File: src/rtl/pwm3_pkg.sv
package pwm3_pkg;

    localparam int unsigned CWIDTH = 16;

    typedef logic [CWIDTH-1:0] cword_t;

    typedef enum logic {
        DIR_DOWN = 1'b0,
        DIR_UP   = 1'b1
    } dir_e;

    typedef struct packed {
        logic main;
        logic div;
    } leg_t;

    typedef struct packed {
        cword_t main;
        cword_t div;
        logic   clip;
    } duty_pair_t;

    function automatic cword_t clamp_duty(cword_t d, cword_t full);
        return (d > full) ? full : d;
    endfunction

    // Clamp both words, then trim the diversion word so the pair fits.
    function automatic duty_pair_t fit_pair(cword_t m, cword_t v, cword_t full);
        duty_pair_t p;
        cword_t     mv;
        cword_t     vv;
        mv     = clamp_duty(m, full);
        vv     = clamp_duty(v, full);
        p.main = mv;
        p.clip = (mv > (full - vv));
        p.div  = p.clip ? (full - mv) : vv;
        return p;
    endfunction

    // Pulse centred on the valley: 2*duty steps per period.
    function automatic logic main_on(dir_e d, cword_t c, cword_t duty);
        return (d == DIR_UP) ? (c < duty) : (c <= duty);
    endfunction

    // Pulse centred on the peak: 2*duty steps per period.
    function automatic logic div_on(dir_e d, cword_t c, cword_t duty, cword_t full);
        return (d == DIR_UP) ? (c >= (full - duty)) : (c > (full - duty));
    endfunction

    // Half-height carrier compared at double resolution: duty steps per period.
    function automatic logic sel_on(dir_e d, cword_t c, cword_t duty);
        logic [CWIDTH:0] c2;
        logic [CWIDTH:0] dd;
        c2 = {c, 1'b0};
        dd = {1'b0, duty};
        return (d == DIR_UP) ? (c2 < dd) : (c2 <= dd);
    endfunction

endpackage

File: src/rtl/pwm3_carrier.sv
module pwm3_carrier
    import pwm3_pkg::*;
#(
    parameter int unsigned PEAK          = 1800,
    parameter int unsigned W             = 11,
    parameter bit          START_AT_PEAK = 1'b0
) (
    input  logic         clk,
    input  logic         rst,
    input  logic         en,
    output logic [W-1:0] cnt,
    output dir_e         dir,
    output logic         valley
);

    localparam logic [W-1:0] PK       = W'(PEAK);
    localparam logic [W-1:0] PKM1     = W'(PEAK - 1);
    localparam logic [W-1:0] ONE      = W'(1);
    localparam logic [W-1:0] INIT_CNT = START_AT_PEAK ? PK : '0;
    localparam dir_e         INIT_DIR = START_AT_PEAK ? DIR_DOWN : DIR_UP;

    always_ff @(posedge clk) begin
        if (rst || !en) begin
            cnt <= INIT_CNT;
            dir <= INIT_DIR;
        end else if (dir == DIR_UP) begin
            cnt <= cnt + ONE;
            if (cnt == PKM1) dir <= DIR_DOWN;
        end else begin
            cnt <= cnt - ONE;
            if (cnt == ONE) dir <= DIR_UP;
        end
    end

    assign valley = (cnt == '0);


    carrier_bound_chk: assert property (@(posedge clk) disable iff (rst)
        cnt <= PK);


    carrier_turn_chk: assert property (@(posedge clk) disable iff (rst)
        (en && cnt == PK) |=> (cnt == PKM1));

endmodule

File: src/rtl/pwm3_branch.sv
module pwm3_branch
    import pwm3_pkg::*;
#(
    parameter int unsigned FULL = 1800,
    parameter int unsigned W    = 11
) (
    input  logic         clk,
    input  logic         rst,
    input  logic         en,
    input  logic [W-1:0] cnt,
    input  dir_e         dir,
    input  logic         valley,
    input  logic [W-1:0] duty_main,
    input  logic [W-1:0] duty_div,
    output leg_t         gates,
    output logic         overlap_err
);

    localparam cword_t FULL_C = cword_t'(FULL);

    duty_pair_t fit;
    cword_t     dm_q;
    cword_t     dd_q;
    logic       take;

    always_comb fit = fit_pair(cword_t'(duty_main), cword_t'(duty_div), FULL_C);

    assign take = !en || valley;

    always_ff @(posedge clk) begin
        if (rst) begin
            dm_q        <= '0;
            dd_q        <= '0;
            overlap_err <= 1'b0;
        end else if (take) begin
            dm_q <= fit.main;
            dd_q <= fit.div;
            if (fit.clip) overlap_err <= 1'b1;
        end
    end

    always_comb begin
        gates.main = en && main_on(dir, cword_t'(cnt), dm_q);
        gates.div  = en && div_on(dir, cword_t'(cnt), dd_q, FULL_C);
    end


    no_overlap_chk: assert property (@(posedge clk) disable iff (rst)
        !(gates.main && gates.div));


    err_sticky_chk: assert property (@(posedge clk) disable iff (rst)
        overlap_err |=> overlap_err);


    duty_hold_chk: assert property (@(posedge clk) disable iff (rst)
        (en && !valley) |=> (dm_q == $past(dm_q) && dd_q == $past(dd_q)));

endmodule

File: src/rtl/pwm3_modulator.sv
module pwm3_modulator
    import pwm3_pkg::*;
#(
    parameter int unsigned FULL = 1800,
    localparam int unsigned W   = $clog2(FULL + 1)
) (
    input  logic         clk,
    input  logic         rst,
    input  logic         en,
    input  logic         smp_valley,
    input  logic [W-1:0] duty_main_a,
    input  logic [W-1:0] duty_div_a,
    input  logic [W-1:0] duty_main_b,
    input  logic [W-1:0] duty_div_b,
    input  logic [W-1:0] duty_sel,
    output logic         gate_main_a,
    output logic         gate_div_a,
    output logic         gate_main_b,
    output logic         gate_div_b,
    output logic         gate_sel,
    output logic         adc_strobe,
    output logic [1:0]   overlap_err
);

    localparam int unsigned  HALF   = FULL / 2;
    localparam int unsigned  NCAR   = 3;
    localparam int unsigned  NLEG   = 2;
    localparam logic [W-1:0] FULL_W = W'(FULL);
    localparam cword_t       FULL_C = cword_t'(FULL);

    logic [W-1:0] c_cnt    [NCAR];
    dir_e         c_dir    [NCAR];
    logic         c_valley [NCAR];

    // Carrier 0: branch A, carrier 1: branch B (half period later), carrier 2: selection.
    for (genvar k = 0; k < NCAR; k++) begin : g_car
        pwm3_carrier #(
            .PEAK          ((k == 2) ? HALF : FULL),
            .W             (W),
            .START_AT_PEAK (k == 1)
        ) u_car (
            .clk    (clk),
            .rst    (rst),
            .en     (en),
            .cnt    (c_cnt[k]),
            .dir    (c_dir[k]),
            .valley (c_valley[k])
        );
    end

    logic [W-1:0] dm_in [NLEG];
    logic [W-1:0] dd_in [NLEG];
    leg_t         legs  [NLEG];

    assign dm_in[0] = duty_main_a;
    assign dd_in[0] = duty_div_a;
    assign dm_in[1] = duty_main_b;
    assign dd_in[1] = duty_div_b;

    for (genvar b = 0; b < NLEG; b++) begin : g_leg
        pwm3_branch #(
            .FULL (FULL),
            .W    (W)
        ) u_leg (
            .clk         (clk),
            .rst         (rst),
            .en          (en),
            .cnt         (c_cnt[b]),
            .dir         (c_dir[b]),
            .valley      (c_valley[b]),
            .duty_main   (dm_in[b]),
            .duty_div    (dd_in[b]),
            .gates       (legs[b]),
            .overlap_err (overlap_err[b])
        );
    end

    assign gate_main_a = legs[0].main;
    assign gate_div_a  = legs[0].div;
    assign gate_main_b = legs[1].main;
    assign gate_div_b  = legs[1].div;

    cword_t ds_q;

    always_ff @(posedge clk) begin
        if (rst) begin
            ds_q <= '0;
        end else if (!en || c_valley[2]) begin
            ds_q <= clamp_duty(cword_t'(duty_sel), FULL_C);
        end
    end

    assign gate_sel   = en && sel_on(c_dir[2], cword_t'(c_cnt[2]), ds_q);
    assign adc_strobe = en && (smp_valley ? c_valley[0] : (c_cnt[0] == FULL_W));


    carrier_sync_chk: assert property (@(posedge clk) disable iff (rst)
        (en && c_valley[0]) |-> c_valley[2]);


    strobe_pulse_chk: assert property (@(posedge clk) disable iff (rst)
        adc_strobe |=> !adc_strobe);


    strobe_quiet_chk: assert property (@(posedge clk) disable iff (rst)
        (adc_strobe && $past(en) && !$past(rst)) |->
            ($stable(gate_main_a) && $stable(gate_div_a) &&
             $stable(gate_main_b) && $stable(gate_div_b)));

endmodule

File: config.mk
export PLATFORM = sky130hd
export DESIGN_NAME = pwm3_modulator
export DESIGN_NICKNAME = d
export VERILOG_FILES = /design/src/rtl/pwm3_pkg.sv /design/src/rtl/pwm3_carrier.sv /design/src/rtl/pwm3_branch.sv /design/src/rtl/pwm3_modulator.sv
export SDC_FILE = /design/constraint.sdc
export NUM_CORES = 1
export LEC_CHECK = 0
export BUFFER_PORTS_ARGS = -buffer_cell sky130_fd_sc_hd__buf_2
export CAP_MARGIN = 20
export CORE_ASPECT_RATIO = 1.4
export CORE_MARGIN = 10
export CORE_UTILIZATION = 56
export DETAILED_ROUTE_END_ITERATION = 7
export GPL_ROUTABILITY_DRIVEN = 0
export PLACE_DENSITY_LB_ADDON = 0.1
export SETUP_SLACK_MARGIN = 0.3
export SYNTH_ARGS = -nofsm -noshare
export SYNTH_HDL_FRONTEND = slang
export SYNTH_SLANG_ARGS = --single-unit
File: constraint.sdc
create_clock -name clk -period 3.8 [get_ports clk]
set_clock_uncertainty 0.15 [all_clocks]
set_input_delay 0.19 -clock clk [delete_from_list [all_inputs] [get_ports clk]]
set_output_delay 0.19 -clock clk [all_outputs]
set_load 0.01 [all_outputs]
# Word-level counts from Yosys, hierarchy flattened

Index checks and enable logic that the tools add are counted.

Bits in registers: 118
Bits in latches: 0
Bits in writable memories: 0
Bits in read-only memories: 0
Memories kept: 0

$add $sub $neg: 12
Multiply operators: 0
Divide/modulo/power cells: 0
Order comparisons: 17
Eq/ne operators: 7
Shift operators: 0
Multiplexer cells: 25
Bitwise operators: 0
Reductions and logical operators: 16

Operators with widths:

| kind                     | number |
|---|---|
| $sub A11 B16 Y16 const A | 6 |
| $mux W11                 | 8 |
| $gt A11 B11 Y1 const B   | 5 |
| $add A11 B1 Y11 const B  | 3 |
| $eq A11 B1 Y1 const B    | 3 |
| $eq A11 B11 Y1 const B   | 3 |
| $logic_not A11 Y1        | 3 |
| $sub A11 B1 Y11 const B  | 3 |
| $ge A11 B16 Y1           | 2 |
| $gt A11 B16 Y1           | 2 |
| $gt A16 B16 Y1           | 2 |
| $le A11 B16 Y1           | 2 |
| $lt A11 B16 Y1           | 2 |
| $mux W16                 | 2 |
| $le A12 B16 Y1           | 1 |
| $lt A12 B16 Y1           | 1 |
| $mux W1                  | 15 |
| $eq A11 B10 Y1 const B   | 1 |
| $logic_and A1 B1 Y1      | 6 |
| $logic_or A1 B1 Y1       | 4 |
| $reduce_and A2 Y1        | 2 |
| $logic_not A1 Y1         | 1 |

# Depth between registers and ports, before layout

Depth after elaboration: 5
Depth in mapped cells: 19
Mapped depth without buffers: 16

# By module

Synthesis repeated with hierarchy kept, for this count alone.

Cell total of the unflattened synthesis: 999
Area total of the unflattened synthesis: 7963.9 sq um

By module, submodules not included:

| module                        | times used | cells an instance | area each (sq um) |
|---|---|---|---|
| pwm3_branch (g_leg[0].u_leg)  | 1          | 333               | 2528.7 |
| pwm3_branch (g_leg[1].u_leg)  | 1          | 331               | 2518.7 |
| pwm3_carrier (g_car[2].u_car) | 1          | 83                | 748.2 |
| pwm3_modulator                | 1          | 89                | 733.2 |
| pwm3_carrier (g_car[1].u_car) | 1          | 83                | 723.2 |
| pwm3_carrier (g_car[0].u_car) | 1          | 80                | 711.9 |

# Least setup slack after synthesis

OpenSTA, ideal clock, no wires.

Path kind: input-to-reg
Start: input port duty_div_b[4]
End: register g_leg[1].u_leg.dd_q[1]
Library setup time: 0.122 ns
Data arrival time: 3.555 ns
Data required time: 3.528 ns
Setup slack: -0.027 ns
Stages on the path: 15
Path buffers: 3
Cell sequence: clkbuf_1 -> nor4_1 -> a21o_1 -> nand2_1 -> ha_1 -> or3_1 -> buf_2 -> o21a_1 -> ha_1 -> a2111oi_0 -> o21ai_0 -> o21ba_2 -> clkbuf_1 -> and3_1 -> o311a_1

Cells in the longest elaborated chain, start to end: 5

RTL lines:

| item                 | RTL line             | source |
|---|---|---|
| from (decl)          | pwm3_modulator.sv:14 | `input logic [W-1:0] duty_div_b,` |
| $gt A11 B11 Y1       | pwm3_pkg.sv:24       | `return (d > full) ? full : d;` |
| $mux W11 (*)         | pwm3_pkg.sv:24       |  |
| $sub A11 B16 Y16     | pwm3_pkg.sv:35       | `p.clip = (mv > (full - vv));` |
| $gt A16 B16 Y1       | pwm3_pkg.sv:35       |  |
| $mux W16 (*)         | pwm3_pkg.sv:36       | `p.div = p.clip ? (full - mv) : vv;` |
| to (signal assigned) | pwm3_branch.sv:37    | `dd_q <= fit.div;` |
| to (decl)            | pwm3_branch.sv:23    | `cword_t dd_q;` |

Every way passes the cells marked *; elsewhere a longest branch is shown, timed or not.
A chain may end at the register's enable or synchronous reset.

# Worst setup path after layout

Start: register g_leg[0].u_leg.dd_q[0]
End: output port gate_div_a

Cells in the longest elaborated chain, start to end: 4
Elaborated cells between the ends (all ways): 5
Those cells by class: add/sub: 1; order compare: 2; mux: 1; reduce/logical: 1

RTL lines:

| item                                             | RTL line             | source |
|---|---|---|
| from (decl)                                      | pwm3_branch.sv:23    |  |
| from (signal assigned)                           | pwm3_branch.sv:37    |  |
| $sub A11 B16 Y16 (*)                             | pwm3_pkg.sv:47       | `return (d == DIR_UP) ? (c >= (full - duty)) : (c > (full - duty));` |
| $gt A11 B16 Y1 or $ge A11 B16 Y1 (tied branches) | pwm3_pkg.sv:47       |  |
| $mux W1 (*)                                      | pwm3_pkg.sv:47       |  |
| $logic_and A1 B1 Y1 (*)                          | pwm3_branch.sv:44    | `gates.div = en && div_on(dir, cword_t'(cnt), dd_q, FULL_C);` |
| to (decl)                                        | pwm3_modulator.sv:17 | `output logic gate_div_a,` |

Marks and branches as above.

==> metrics.txt <==
GRT Total Usage 0.215; Vias/cell 5.95; Yosys reg bits 103; NetSw 951 µW; Hold WC Path Type in2reg; syn nets 1211; Netlist cell types 77; initial antenna violation count 0; clock net sink count 103; count leader, synth nand2_1; TritonCTS clock tree built; die area 19800 µm²; minimum clock period 3.35 ns; fmax 299 MHz; Sequential Area 2060 µm²; share of layout cells above drive strength 1 0.123; Yosys top cell by area dfxtp_1; Yosys top cell area share 0.254; P_int 2.11 mW; Antenna Nets Post-Route 0; Fillers 1342; Die W 122 µm; first-pass GRT wire length 35600 µm; Syn Area/Cell 7.67 µm²; final worst path period share 0.881; global route overflow 0; vias in the first global route 7478; Multi-input gate area 5690 µm²; Post-Route WL 21300 µm; n_diodes 0; Worst slew margin 0.390; Crit Path Category reg2out; Crit Path Max Fanout 4; Setup violations, final 0; WP data required 3.46 ns; Layout area overhead 12.7%; combinational share of power 0.278; Worst EP arrival 3.01 ns; largest cells by area after synthesis dfxtp_1, ha_1, nand2_1, a21oi_1, nor2_1; pin count of the biggest net entering global routing 31; # rows 52; core region area 14300 µm²; Power, Total 3.06 mW; CTS H-tree depth 3; peak supply drop 0.000214 V; post-DR wirelength/cell 16.3 µm; number of buffers inserted by port buffering 66; Async S/R FF share, synth 0; yosys warns 0; Critical Path Source Type register; Post-synth EDFFs 0; status complete, no violations; Post-synth top cells nand2_1, dfxtp_1, ha_1; LEAKAGE 3.98 nW; cells after synthesis 1058; Starting Density 0.567; sw frac 0.311; CP Capture Type output pin; Syn Std Cell Area 8110 µm²; clock buffer depth 2; RSZ-0062 raised after global routing no; pwr dens 334 nW/µm²; root buf cell clkbuf_16; Slew Viols, Final 0; Least-Margin Pin Slew 0.915 ns; max cap viols 0; clk_lat worst skew 0.34 ns; vias post-DR 7774; DRT iter0 DRCs 545; clock buffer count from CTS 9; commonest register cell after synthesis dfxtp_1; io pins 67; Detail Placement HPWL 16300 µm; setup_tns 0 ns; sequential share of power 0.397; sequential area share after synthesis 0.254; nets 1266; clk slew on worst S/H paths 0.07 ns; Clk pwr share 0.325; DRC viols 0; Die Height 162 µm; First-pass DRT Iterations 5; Hold Violations, Final 0
==> layout by cell type (no fill, tap or decap), types with 7 or more instances in the layout <==
cell           instances
and2_1                11
dfxtp_1              103
nand2_1              130
xnor2_1               28
nor2_1                74
mux2i_1                9
or3_1                 15
nand4_1               28
nor4_1                13
o21ai_0               39
ha_1                  92
nor2b_1                7
dlygate4sd3_1         11
nand2b_1              15
and3_1                21
buf_4                 17
o21a_1                 7
buf_2                 66
inv_1                 62
a21o_1                22
a21oi_1               84
xor2_1                28
clkbuf_16              9
nor3_1                31
nand3_1               50
a211oi_1              10
==> state kept, by name, indices dropped and copies added, names as in the netlist <==
signal / flops
g_leg.u_leg.dd_q: 32
g_car.u_car.cnt: 33
g_leg.u_leg.dm_q: 22
ds_q: 11
g_leg.u_leg.overlap_err: 2
g_car.u_car.dir: 3
==> stage by stage <==
stage | worst slack, ns | instance area (µm²) | utilization | hold slack, ns | std cells
after global routing | 0.291 | 9140 | 0.639 | 0.0280 | 1307
after global placement | 0.137 | 8620 | 0.603 | 0.290 | 1276
final | 0.453 | 9140 | 0.639 | 0.0265 | 1307
after floorplan | 0.304 | 8170 | - | 0.178 | 1058
after CTS | 0.375 | 9060 | 0.633 | 0.0101 | 1303
after detailed placement | 0.0658 | 8620 | 0.603 | 0.296 | 1276
==> layer usage <==
layer / vias up / share of wire / GRT usage
li1: 3939 / - / -
met1: 3602 / 0.45 / 0.269
met4: 0 / 0.031 / 0.0918
met3: 48 / 0.035 / 0.0291
met2: 185 / 0.49 / 0.358
met5: - / 0 / 0
==> timing repair <==
item                                    in CTS  in global routing
cloned                                       0                  0
buffers inserted                             0                  3
endpoints found under the hold margin       11                  0
gates resized for setup                      1                 11
hold buffers                                11                  0
endpoints found under the setup margin       1                 20
pin swaps                                    0                  3
==> power groups by stage <==
stage	clock [mW]	combinational, mW	sequential, mW
after floorplan	0	0.614	1.21
after global placement	0	0.800	1.23
after detailed placement	0	0.813	1.23
after CTS	1.01	0.827	1.21
after global routing	1.05	0.965	1.22
final	0.995	0.850	1.21
==> logic make-up (layout without fill, tap and decap cells) <==
group | after synthesis | count (layout) | synth area share
AO/OA/AOI/OAI | 250 | 250 | 0.206
XOR/XNOR | 56 | 56 | 0.0605
adder cells (fa/ha/maj) | 94 | 94 | 0.145
buffers and inverters | 115 | 175 | 0.0554
flip-flops | 103 | 103 | 0.254
multiplexers | 12 | 12 | 0.0153
AND/OR/NAND/NOR | 428 | 428 | 0.263
==> layout make-up <==
class,instances,area share
multi-input combinational,840,0.622
timing repair buffer,96,0.0650
tap,189,0.0259
inverter,63,0.0259
sequential,103,0.226
clock inverter,6,0.00917
clock buffer,10,0.0261
==> critical path, stage by stage, from the launching register on <==
cell,delay (ns)
dfxtp_1,0.35
nor3_2,0.20
o21bai_1,0.14
or4_4,0.47
nand2_1,0.11
xnor2_1,0.07
ha_1,0.29
nand3_1,0.12
nor2_2,0.14
o21ai_0,0.09
a21oi_1,0.17
o31ai_1,0.10
a211oi_2,0.23
buf_2,0.19
==> worst paths after layout <==
path	from	endpoint	slack, ns	cells after the start
max reg2reg	g_car[1].u_car.cnt[8]	g_leg[1].u_leg.dd_q[7]	1.21	7
max	g_leg[0].u_leg.dd_q[0]	gate_div_a	0.45	13
min reg2reg	g_leg[1].u_leg.dm_q[5]	g_leg[1].u_leg.dm_q[5]	0.30	2
min	duty_div_a[7]	g_leg[0].u_leg.dd_q[7]	0.03	3
Power figures use the tool's default switching activity.
